File: config.mk
export PLATFORM = sky130hd
export DESIGN_NAME = cmd_decoder
export DESIGN_NICKNAME = d
export VERILOG_FILES = /design/src/rtl/cmd_pkg.sv /design/src/rtl/cmd_prescreen.sv /design/src/rtl/cmd_exec.sv /design/src/rtl/cmd_decoder.sv
export SDC_FILE = /design/constraint.sdc
export NUM_CORES = 1
export LEC_CHECK = 0
export BUFFER_PORTS_ARGS = -buffer_cell sky130_fd_sc_hd__buf_2
export CAP_MARGIN = 20
export CORE_ASPECT_RATIO = 0.7
export CORE_UTILIZATION = 25
export CTS_CLUSTER_DIAMETER = 60
export DETAILED_ROUTE_END_ITERATION = 16
export PLACE_DENSITY = 0.54
export SYNTH_ARGS = -nofsm -noshare
export SYNTH_HDL_FRONTEND = slang
export SYNTH_SLANG_ARGS = --single-unit
File: constraint.sdc
create_clock -name clk -period 1.2 [get_ports clk]
set_input_delay 0.24 -clock clk [delete_from_list [all_inputs] [get_ports clk]]
set_output_delay 0.24 -clock clk [all_outputs]
set_load 0.01 [all_outputs]
File: src/rtl/cmd_pkg.sv
package cmd_pkg;
  localparam int TOK_W = 8;
  localparam int TOK_N = 1 << TOK_W;

  localparam int VARIANT_FULL = 0;
  localparam int VARIANT_A    = 1;
  localparam int VARIANT_B    = 2;

  localparam logic [TOK_W-1:0] TOK_EN      = 8'h10;
  localparam logic [TOK_W-1:0] TOK_MUTE    = 8'h11;
  localparam logic [TOK_W-1:0] TOK_BOOST   = 8'h12;
  localparam logic [TOK_W-1:0] TOK_FIRE    = 8'h20;
  localparam logic [TOK_W-1:0] TOK_SETPT   = 8'h30;
  localparam logic [TOK_W-1:0] TOK_AUX     = 8'h40;
  localparam logic [TOK_W-1:0] TOK_INVALID = 8'hFF;

  // one command's availability in a given variant
  function automatic logic cmd_enabled(int variant, logic [TOK_W-1:0] tok);
    logic hit;
    hit = 1'b0;
    case (tok)
      TOK_EN, TOK_FIRE:  hit = 1'b1;
      TOK_MUTE, TOK_SETPT: hit = (variant != VARIANT_B);
      TOK_BOOST, TOK_AUX:  hit = (variant != VARIANT_A);
      default:           hit = 1'b0;
    endcase
    return hit;
  endfunction

  // full support map, evaluated at elaboration
  function automatic logic [TOK_N-1:0] build_map(int variant);
    logic [TOK_N-1:0] m;
    for (int i = 0; i < TOK_N; i++) begin
      m[i] = cmd_enabled(variant, TOK_W'(i));
    end
    return m;
  endfunction
endpackage

File: src/rtl/cmd_prescreen.sv
module cmd_prescreen
  import cmd_pkg::*;
#(
  parameter int VARIANT = VARIANT_FULL
) (
  input  logic [TOK_W-1:0] tok_i,
  output logic [TOK_W-1:0] tok_o
);
  localparam logic [TOK_N-1:0] SUPPORT_MAP = build_map(VARIANT);

  always_comb begin
    tok_o = SUPPORT_MAP[tok_i] ? tok_i : TOK_INVALID;
  end
endmodule

File: src/rtl/cmd_exec.sv
module cmd_exec
  import cmd_pkg::*;
#(
  parameter int ARG_W = 16
) (
  input  logic             clk,
  input  logic             rst_n,
  input  logic             valid_i,
  input  logic [TOK_W-1:0] tok_i,
  input  logic [ARG_W-1:0] arg_i,
  output logic             en_o,
  output logic             mute_o,
  output logic             boost_o,
  output logic             aux_o,
  output logic [ARG_W-1:0] setpt_o,
  output logic             trig_o,
  output logic             ok_o,
  output logic             nok_o
);
  logic             en_n, mute_n, boost_n, aux_n;
  logic [ARG_W-1:0] setpt_n;
  logic             trig_n, ok_n, nok_n;

  always_comb begin
    en_n    = en_o;
    mute_n  = mute_o;
    boost_n = boost_o;
    aux_n   = aux_o;
    setpt_n = setpt_o;
    trig_n  = 1'b0;
    ok_n    = 1'b0;
    nok_n   = 1'b0;
    if (valid_i) begin
      case (tok_i)
        TOK_EN:    begin en_n    = arg_i[0]; ok_n = 1'b1; end
        TOK_MUTE:  begin mute_n  = arg_i[0]; ok_n = 1'b1; end
        TOK_BOOST: begin boost_n = arg_i[0]; ok_n = 1'b1; end
        TOK_AUX:   begin aux_n   = arg_i[0]; ok_n = 1'b1; end
        TOK_SETPT: begin setpt_n = arg_i;    ok_n = 1'b1; end
        TOK_FIRE:  begin trig_n  = 1'b1;     ok_n = 1'b1; end
        default:   nok_n = 1'b1;
      endcase
    end
  end

  // parameter bank: updated only under the command enable
  always_ff @(posedge clk or negedge rst_n) begin
    if (!rst_n) begin
      en_o    <= 1'b0;
      mute_o  <= 1'b0;
      boost_o <= 1'b0;
      aux_o   <= 1'b0;
      setpt_o <= '0;
    end else if (valid_i) begin
      en_o    <= en_n;
      mute_o  <= mute_n;
      boost_o <= boost_n;
      aux_o   <= aux_n;
      setpt_o <= setpt_n;
    end
  end

  // strobes: refreshed every cycle
  always_ff @(posedge clk or negedge rst_n) begin
    if (!rst_n) begin
      trig_o <= 1'b0;
      ok_o   <= 1'b0;
      nok_o  <= 1'b0;
    end else begin
      trig_o <= trig_n;
      ok_o   <= ok_n;
      nok_o  <= nok_n;
    end
  end
endmodule

File: src/rtl/cmd_decoder.sv
module cmd_decoder
  import cmd_pkg::*;
#(
  parameter int VARIANT = VARIANT_FULL,
  parameter int ARG_W   = 16
) (
  input  logic             clk,
  input  logic             rst_n,
  input  logic             cmd_valid,
  input  logic [TOK_W-1:0] cmd_token,
  input  logic [ARG_W-1:0] cmd_arg,
  output logic             en_o,
  output logic             mute_o,
  output logic             boost_o,
  output logic             aux_o,
  output logic [ARG_W-1:0] setpt_o,
  output logic             trig_o,
  output logic             resp_ok_o,
  output logic             resp_nok_o
);
  logic [TOK_W-1:0] screened_tok;

  cmd_prescreen #(.VARIANT(VARIANT)) u_screen (
    .tok_i (cmd_token),
    .tok_o (screened_tok)
  );

  cmd_exec #(.ARG_W(ARG_W)) u_exec (
    .clk     (clk),
    .rst_n   (rst_n),
    .valid_i (cmd_valid),
    .tok_i   (screened_tok),
    .arg_i   (cmd_arg),
    .en_o    (en_o),
    .mute_o  (mute_o),
    .boost_o (boost_o),
    .aux_o   (aux_o),
    .setpt_o (setpt_o),
    .trig_o  (trig_o),
    .ok_o    (resp_ok_o),
    .nok_o   (resp_nok_o)
  );
endmodule

==> run metrics, run 1 <==
outcome finished with violations; failing checks negative setup slack; Worst path top cell family by delay simple AND/OR/NAND/NOR gates; maximum fanout along the worst path 8; hpwl dp 1.751 mm; post-synthesis cell count 66; CP Data Required Time 1.34 ns; Mapped Nets 93; hold depth 2; HP Class primary input to flop; Worst Path Buf+Inv 2; f_max 781.1 MHz; Site Rows 19; Crit-path slowest cell and4_4; Crit Path Category primary input to flop; Int Power 1.172 mW; Seq/Total Area, Yosys 55.96%; initial core utilization 26.22%; final hold vios 0; RSZ-0062 raised after global routing yes; Logic pwr share 15.0%; Reg area 575.6 µm²; GRT overflow 0; CTS Buf Count 3; Leakage 0.8023 nW; First DRT Iteration DRCs 7; critical path depth 5; Die Wd 78.66 µm; clock share of power 30.3%; DRC 0; Slew Viols, Final 0; Startpoint Class primary input; post-route ant nets 0; sw power 0.3368 mW; final period utilization 106.7%; Die Area 4379 µm²; first-pass GRT wire length 3.850 mm; area added between synthesis and finish 47.93%; MaxCap Viol Count 0; post-layout min period 1.280 ns; synth warn 0; Setup-failing EPs final 16; CTS tree yes; Core ar. 3923 µm²; fin area 1521 µm²; die height 55.67 µm; routed wire length 2.525 mm; Antenna diodes 0; CP max stage delay 0.33 ns; First-pass DRT Iterations 4; Hold Slack 0.2141 ns; Clk Latency, worst-skew pair 0.26 ns; Worst setup EP type flop; flops & latches, synth 23; Root Buffer clkbuf_8; area of the multi-input gates 442.9 µm²; final-layout fill cell count 396; worst slew pin tran 0.5085 ns; Final Worst Setup Slack -0.08026 ns; Synth Area in Adders 0%; Synth Area in Simple Gates 12.17%; xor/xnor share of the synthesized area 0%; Clock Skew 0 ns; Synth cell types 20; Pwr per Cell Area 991.8 nW/µm²; critical path, cell by cell buf_6, nor4_4, and4_4, buf_12, mux2_4; GPL Wtd Cong 0.7743; # IOs 50; Syn Area/Cell 15.58 µm²; peak supply drop 0.5358 mV; worst path arrival time 1.42 ns; Net Sw Frac 22.32%; proportion of layout cells with a drive suffix above 1 65.89%; R2R depth 1; H-tree depth 1; nets@finish 157; CTS sink cnt 23; largest family of logic cells by synthesized area multiplexers; mux cell area share after synthesis 25.55%; DP Area 1395 µm²; total track usage 11.93%; Reg clk slew, reported paths 0.07 ns; largest net degree at the start of global routing 24; Clock Tree Buf Depth 2; post-CTS setup buffers 0; Via density 4.238; wire length per cell 13.95 µm; vias in the first global route 737; mapped cell area 1028 µm²; initial antenna violation count 0; # port buffers 49; vias 767; Final Util 38.79%; Compound-Gate Fraction of Synth Area 2.920%; Slew HR 66.10%; sequential power share 54.7%
==> cell usage after synthesis (all sizes together) <==
cell type	instances	area [µm²]
a21boi	1	7.510
and4	1	8.760
buf	2	31.28
dfrtp	23	575.6
inv	1	3.750
mux2	20	262.8
nand2	1	3.750
nand3	2	10.01
nand3b	1	7.510
nand4b	3	26.28
nor2b	3	18.77
nor3	1	5.000
nor3b	2	15.01
nor4	1	21.27
nor4b	1	8.760
o211a	1	10.01
o211ai	1	7.510
o21ai	1	5.000
==> sequential cells by signal, summed over array words and instances, names as in the netlist <==
signal / flops
u_exec.aux_o: 1
u_exec.boost_o: 1
u_exec.en_o: 1
u_exec.mute_o: 1
u_exec.nok_o: 1
u_exec.ok_o: 1
u_exec.setpt_o: 16
u_exec.trig_o: 1
==> per-layer routing <==
metal	part of all wire [%]	track usage [%]	wire length, µm	vias up
met5	0	0	0	-
met4	0.48	1.587	12	0
met3	6.5	4.918	165	2
met2	44	17.64	1100	30
met1	49	16.67	1247	369
li1	-	-	-	366
==> power groups by stage <==
stage / Clock, mW / Sequential, mW / Combinational, mW
final: 0.457 / 0.826 / 0.226
after global routing: 0.520 / 0.831 / 0.243
after CTS: 0.479 / 0.826 / 0.224
after detailed placement: 0 / 0.841 / 0.209
after global placement: 0 / 0.839 / 0.206
after floorplan: 0 / 0.857 / 0.0568
==> cell type report <==
cell class,count,area share [%]
clock buffer,4,2.961
inverter,1,0.2467
multi-input combinational,40,29.11
sequential,23,37.83
tap,52,4.276
timing repair buffer,61,25.58
==> stage by stage <==
step,power [mW],std cells,worst slack [ns],TNS (ns)
4_1_cts,1.529,181,-0.05493,-0.7708
2_1_floorplan,0.9141,66,-0.2939,-4.074
3_5_place_dp,1.049,175,-0.3696,-6.037
3_3_place_gp,1.045,175,-0.3306,-5.742
5_1_grt,1.594,181,-0.09850,-1.425
6_report,1.509,181,-0.08026,-1.195
==> worst paths after layout <==
kind,startpoint,slack (ns),end
max reg2reg,u_exec.setpt_o[0],0.42,u_exec.setpt_o[0]
min,cmd_arg[10],0.21,u_exec.setpt_o[10]
min reg2reg,u_exec.en_o,0.50,u_exec.en_o
min in group asynchronous,rst_n,0.48,u_exec.setpt_o[1]
max in group asynchronous,rst_n,0.38,u_exec.setpt_o[11]
max,cmd_token[2],-0.08,u_exec.setpt_o[1]
==> kinds of logic after synthesis <==
family                 after synthesis
AO/OA/AOI/OAI                        4
buffers and inverters                3
flip-flops                          23
multiplexers                        20
AND/OR/NAND/NOR                     16
==> placed cells by master, fill, tap and decap left out <==
cell type      count
nand3b_1           1
a21boi_0           1
buf_2             46
nor4_4             1
mux2_2             4
buf_4              9
and4_4             1
buf_12             1
nor3b_1            2
o21ai_0            1
dfrtp_1           23
nand2_1            1
buf_6              3
buf_16             1
clkbuf_1           1
nor2b_1            3
nor4b_1            1
o211a_1            1
nand4b_1           3
inv_1              1
o211ai_1           1
nor3_1             1
nand3_1            2
dlygate4sd3_1      1
mux2_4            16
clkbuf_8           3
==> timing repair <==
| item | CTS | global route |
|---|---|---|
| pin swaps | 2 | 2 |
| cloned | 1 | 0 |
| setup endpoints to repair | 16 | 16 |
| resized for setup | 12 | 2 |
| hold buffers | 1 | 0 |
| hold endpoints to repair | 23 | 0 |
Note: power is estimated with default switching activity, not from simulation.
==> run 2, diff against run 1 <==
- CTS_CLUSTER_SIZE: not set -> 16
- PLACE_DENSITY: 0.54 -> not set
- PLACE_DENSITY_LB_ADDON: not set -> 0.08
==> run 2 against run 1 <==
The flow still finishes with violations (negative setup slack). Worst setup slack improved by 0.042 ns. Clock skew unchanged. Worst hold slack got worse by 0.0058 ns. Critical path depth unchanged. Sequential power about the same. Critical path type unchanged.
==> run metrics, run 2 (same netlist as run 1, synthesis figures left out) <==
post-CTS setup buffers 0; Clk Latency, worst-skew pair 0.25 ns; HP Class primary input to flop; Via density 4.234; Reg clk slew, reported paths 0.08 ns; post-route ant nets 0; CTS sink cnt 23; Site Rows 19; vias in the first global route 829; worst path arrival time 1.38 ns; most common cell after layout, fill and taps aside buf_2; largest net degree at the start of global routing 24; peak supply drop 0.6028 mV; CTS Buf Count 3; Leakage 0.8146 nW; Clock Skew 0 ns; vias 779; Die Area 4379 µm²; largest reg by FF count u_exec.setpt_o; die height 55.67 µm; met2 Track Usage GR 17.76%; Setup-failing EPs final 16; Hold Slack 0.2083 ns; Slew HR 66.26%; final hold vios 0; MaxCap Viol Count 0; Crit-path slowest cell and4_4; Crit Path Category primary input to flop; GRT overflow 0; most used routing layer in global routing met2; hpwl dp 1.695 mm; First DRT Iteration DRCs 17; maximum fanout along the worst path 8; dpl ws -0.3759 ns; worst slew pin tran 0.5061 ns; GPL Wtd Cong 0.7239; Root Buffer clkbuf_8; Reg area 575.6 µm²; area of the multi-input gates 442.9 µm²; failing checks negative setup slack; Final Worst Setup Slack -0.03856 ns; H-tree depth 1; # IOs 50; CTS tree yes; Die Wd 78.66 µm; Slew Viols, Final 0; Pwr Total 1.512 mW; # port buffers 49; Largest register FFs 16; Startpoint Class primary input; total track usage 11.87%; RSZ-0062 raised after global routing yes; DRC 0; M1 GR Usage 17.12%; first-pass GRT wire length 4.050 mm; critical path, cell by cell buf_6, nor4_4, and4_4, buf_12, mux2_4; Core ar. 3923 µm²; post-layout min period 1.239 ns; area added between synthesis and finish 49.51%; f_max 807.4 MHz; most frequent cells in the layout buf_2 (47), dfrtp_1 (23), mux2_4 (16); CP max stage delay 0.31 ns; proportion of layout cells with a drive suffix above 1 66.67%; final period utilization 103.2%; First-pass DRT Iterations 4; routed wire length 2.293 mm; initial antenna violation count 0; Pwr per Cell Area 983.6 nW/µm²; Worst setup EP type flop; initial core utilization 26.22%; nets@finish 160; final-layout fill cell count 390; met3 Use GR 3.770%; Clock Tree Buf Depth 2; Antenna diodes 0; wire length per cell 12.46 µm; outcome finished with violations; CP Data Required Time 1.34 ns
==> run 2: through the flow <==
stage               instances  TNS, ns  instance area (µm²)  utilization, %
floorplan                  66   -4.074                 1028               -
global placement          178   -6.030                 1418           36.14
detailed placement        178   -6.230                 1418           36.14
CTS                       184  -0.5869                 1538           39.20
global route              184  -0.9823                 1538           39.20
finish                    184  -0.5069                 1538           39.20
==> run 2: path summary, 6_finish.rpt <==
kind | start | cells past startpoint | end | slack [ns]
worst max-delay path | cmd_token[1] | 5 | u_exec.setpt_o[14] | -0.04
worst min-delay path | cmd_arg[5] | 2 | u_exec.setpt_o[5] | 0.21
worst max register to register | u_exec.setpt_o[6] | 1 | u_exec.setpt_o[6] | 0.43
worst min register to register | u_exec.mute_o | 1 | u_exec.mute_o | 0.51
max in group asynchronous | rst_n | 2 | u_exec.setpt_o[8] | 0.37
min in group asynchronous | rst_n | 2 | u_exec.setpt_o[7] | 0.49
==> run 2: final cells by class <==
class / count / area share, %
clock buffer: 4 / 2.929
inverter: 1 / 0.2441
timing repair buffer: 64 / 26.36
tap: 52 / 4.231
sequential: 23 / 37.43
multi-input combinational: 40 / 28.80
==> run 2: where the power goes <==
group / internal (mW) / switching (mW)
registers: 0.809 / 0.0170
clock network: 0.236 / 0.223
logic: 0.131 / 0.0963
==> run 2: worst max-delay path, delay by kind of cell <==
kind,cells,cell delay [ns]
mux,1,0.30
buf+inv,2,0.25
simple gates,2,0.59
==> run 2: repair_timing <==
item                                   in CTS  in global routing
gates resized for setup                    12                  0
gates cloned                                1                  0
pin swaps                                   2                  0
endpoints found under the hold margin      23                  0
hold buffers                                1                  0
setup endpoints to repair                  16                 16
==> run 2: layer usage <==
metal	vias up	share of wire, %
li1	378	-
met1	375	50
met2	24	43
met3	2	6.7
met4	0	0.26
met5	-	0
==> run 3, diff against run 2 <==
- CORE_UTILIZATION: 25 -> 42
==> run 3 against run 2 <==
The flow now finishes without violations. Clock skew is the same. Sequential power is essentially flat. Critical path depth is the same. Global-route usage grew 5.9 points. Routed wire length shrank 1.7%. Cell area shrank 5.1%. First-iteration DRC count shrank 65%. Die area shrank 39%.
==> run metrics, run 3 (same netlist as run 1, synthesis figures left out) <==
post-CTS setup buffers 0; final period utilization 99.41%; f_max 838.3 MHz; clock share of power 25.1%; CP max stage delay 0.33 ns; Hold Slack 0.1565 ns; worst path arrival time 1.40 ns; Root Buffer clkbuf_4; hpwl dp 1.603 mm; HP Class primary input to flop; Die Area 2654 µm²; largest net degree at the start of global routing 24; CTS Buf Count 3; Reg clk slew, reported paths 0.12 ns; met3 Use GR 6.567%; wire length per cell 13.92 µm; M1 GR Usage 22.46%; sw power 0.3372 mW; # IOs 50; area added between synthesis and finish 41.85%; CP Data Required Time 1.40 ns; final-layout fill cell count 184; Startpoint Class primary input; Final Worst Setup Slack 0.007100 ns; Largest register FFs 16; Leakage 0.7933 nW; Slew Viols, Final 0; First DRT Iteration DRCs 6; routed wire length 2.255 mm; Crit-path slowest cell mux2_2; # port buffers 49; Clock Tree Buf Depth 2; total track usage 17.77%; outcome completed; Site Rows 14; GRT overflow 0; critical path, cell by cell buf_6, nor4_4, and4_4, buf_12, mux2_2; Slew HR 66.98%; first-pass GRT wire length 3.374 mm; Core ar. 2225 µm²; Int Power 1.056 mW; maximum fanout along the worst path 8; DRC 0; proportion of layout cells with a drive suffix above 1 66.92%; Crit Path Category primary input to flop; CTS sink cnt 23; Antenna diodes 0; Logic pwr share 15.7%; Setup-failing EPs final 0; GPL Wtd Cong 0.7750; post-layout min period 1.193 ns; Die Wd 61.15 µm; die height 43.40 µm; MaxCap Viol Count 0; fin area 1459 µm²; Final Util 65.58%; most used routing layer in global routing met2; Clk Latency, worst-skew pair 0.30 ns; DP Area 1378 µm²; most common cell after layout, fill and taps aside buf_2; Clock Skew 0 ns; First-pass DRT Iterations 2; H-tree depth 1; vias in the first global route 749; final hold vios 0; nets@finish 158; CTS tree yes; dpl ws -0.3558 ns; Via density 4.858; peak supply drop 0.7197 mV; initial core utilization 46.23%; post-route ant nets 0; largest reg by FF count u_exec.setpt_o; initial antenna violation count 0; vias 787; most frequent cells in the layout buf_2 (47), dfrtp_1 (23), mux2_4 (11); Pwr per Cell Area 954.9 nW/µm²; Pwr Total 1.393 mW; Net Sw Frac 24.21%; met2 Track Usage GR 29.78%; worst slew pin tran 0.4953 ns; Worst setup EP type flop; sequential power share 59.2%
run 3: cell types whose count changed in the layout (fill, tap and decap cells not counted), sizes merged:
cell	change
clkinv	+1
buf	-3
run 3: power by group through the flow:
stage / sequential [mW] / combinational [mW] / clock (mW)
after floorplan: 0.857 / 0.0568 / 0
after global placement: 0.839 / 0.206 / 0
after detailed placement: 0.840 / 0.211 / 0
after CTS: 0.825 / 0.215 / 0.364
after global routing: 0.830 / 0.240 / 0.392
final: 0.825 / 0.218 / 0.349
run 3: worst max-delay path: cells and delay by family:
kind	cells	cell delay (ns)
buffers and inverters	2	0.24
multiplexers	1	0.33
AND/OR/NAND/NOR	2	0.59
run 3: path summary, 6_finish.rpt:
kind | start | endpoint | slack, ns | cells after the start
worst max-delay path | cmd_token[1] | u_exec.setpt_o[3] | 0.007 | 5
max in group asynchronous | rst_n | u_exec.setpt_o[7] | 0.45 | 2
min in group asynchronous | rst_n | u_exec.nok_o | 0.41 | 2
worst min-delay path | cmd_arg[8] | u_exec.setpt_o[8] | 0.16 | 2
worst min register to register | u_exec.setpt_o[8] | u_exec.setpt_o[8] | 0.52 | 1
worst max register to register | u_exec.setpt_o[12] | u_exec.setpt_o[12] | 0.40 | 1
run 3: layout make-up:
type | count | area [µm²] | share of cell area (%)
inverter | 1 | 3.754 | 0.2573
sequential | 23 | 575.6 | 39.45
tap | 32 | 40.04 | 2.744
clock inverter | 1 | 5.005 | 0.3431
timing repair buffer | 62 | 387.9 | 26.59
multi-input combinational | 40 | 424.2 | 29.07
clock buffer | 3 | 22.52 | 1.544
run 3: stage by stage:
step	instances	setup TNS, ns
detailed placement	156	-5.713
global placement	156	-5.502
floorplan	66	-4.074
CTS	161	-0.02441
finish	162	0
global route	162	-0.005724
run 3: timing repair:
| action | in CTS | in global routing |
|---|---|---|
| setup endpoints to repair | 3 | 16 |
| pin swaps | 0 | 2 |
| gates cloned | 0 | 1 |
| gates resized for setup | 0 | 6 |
| hold endpoints to repair | 23 | 0 |
| hold buffers | 1 | 0 |
run 3: routing by layer:
metal,routed length [µm],vias up
met5,0,-
met4,0,0
met3,145,0
met2,1089,30
met1,1020,386
li1,-,371
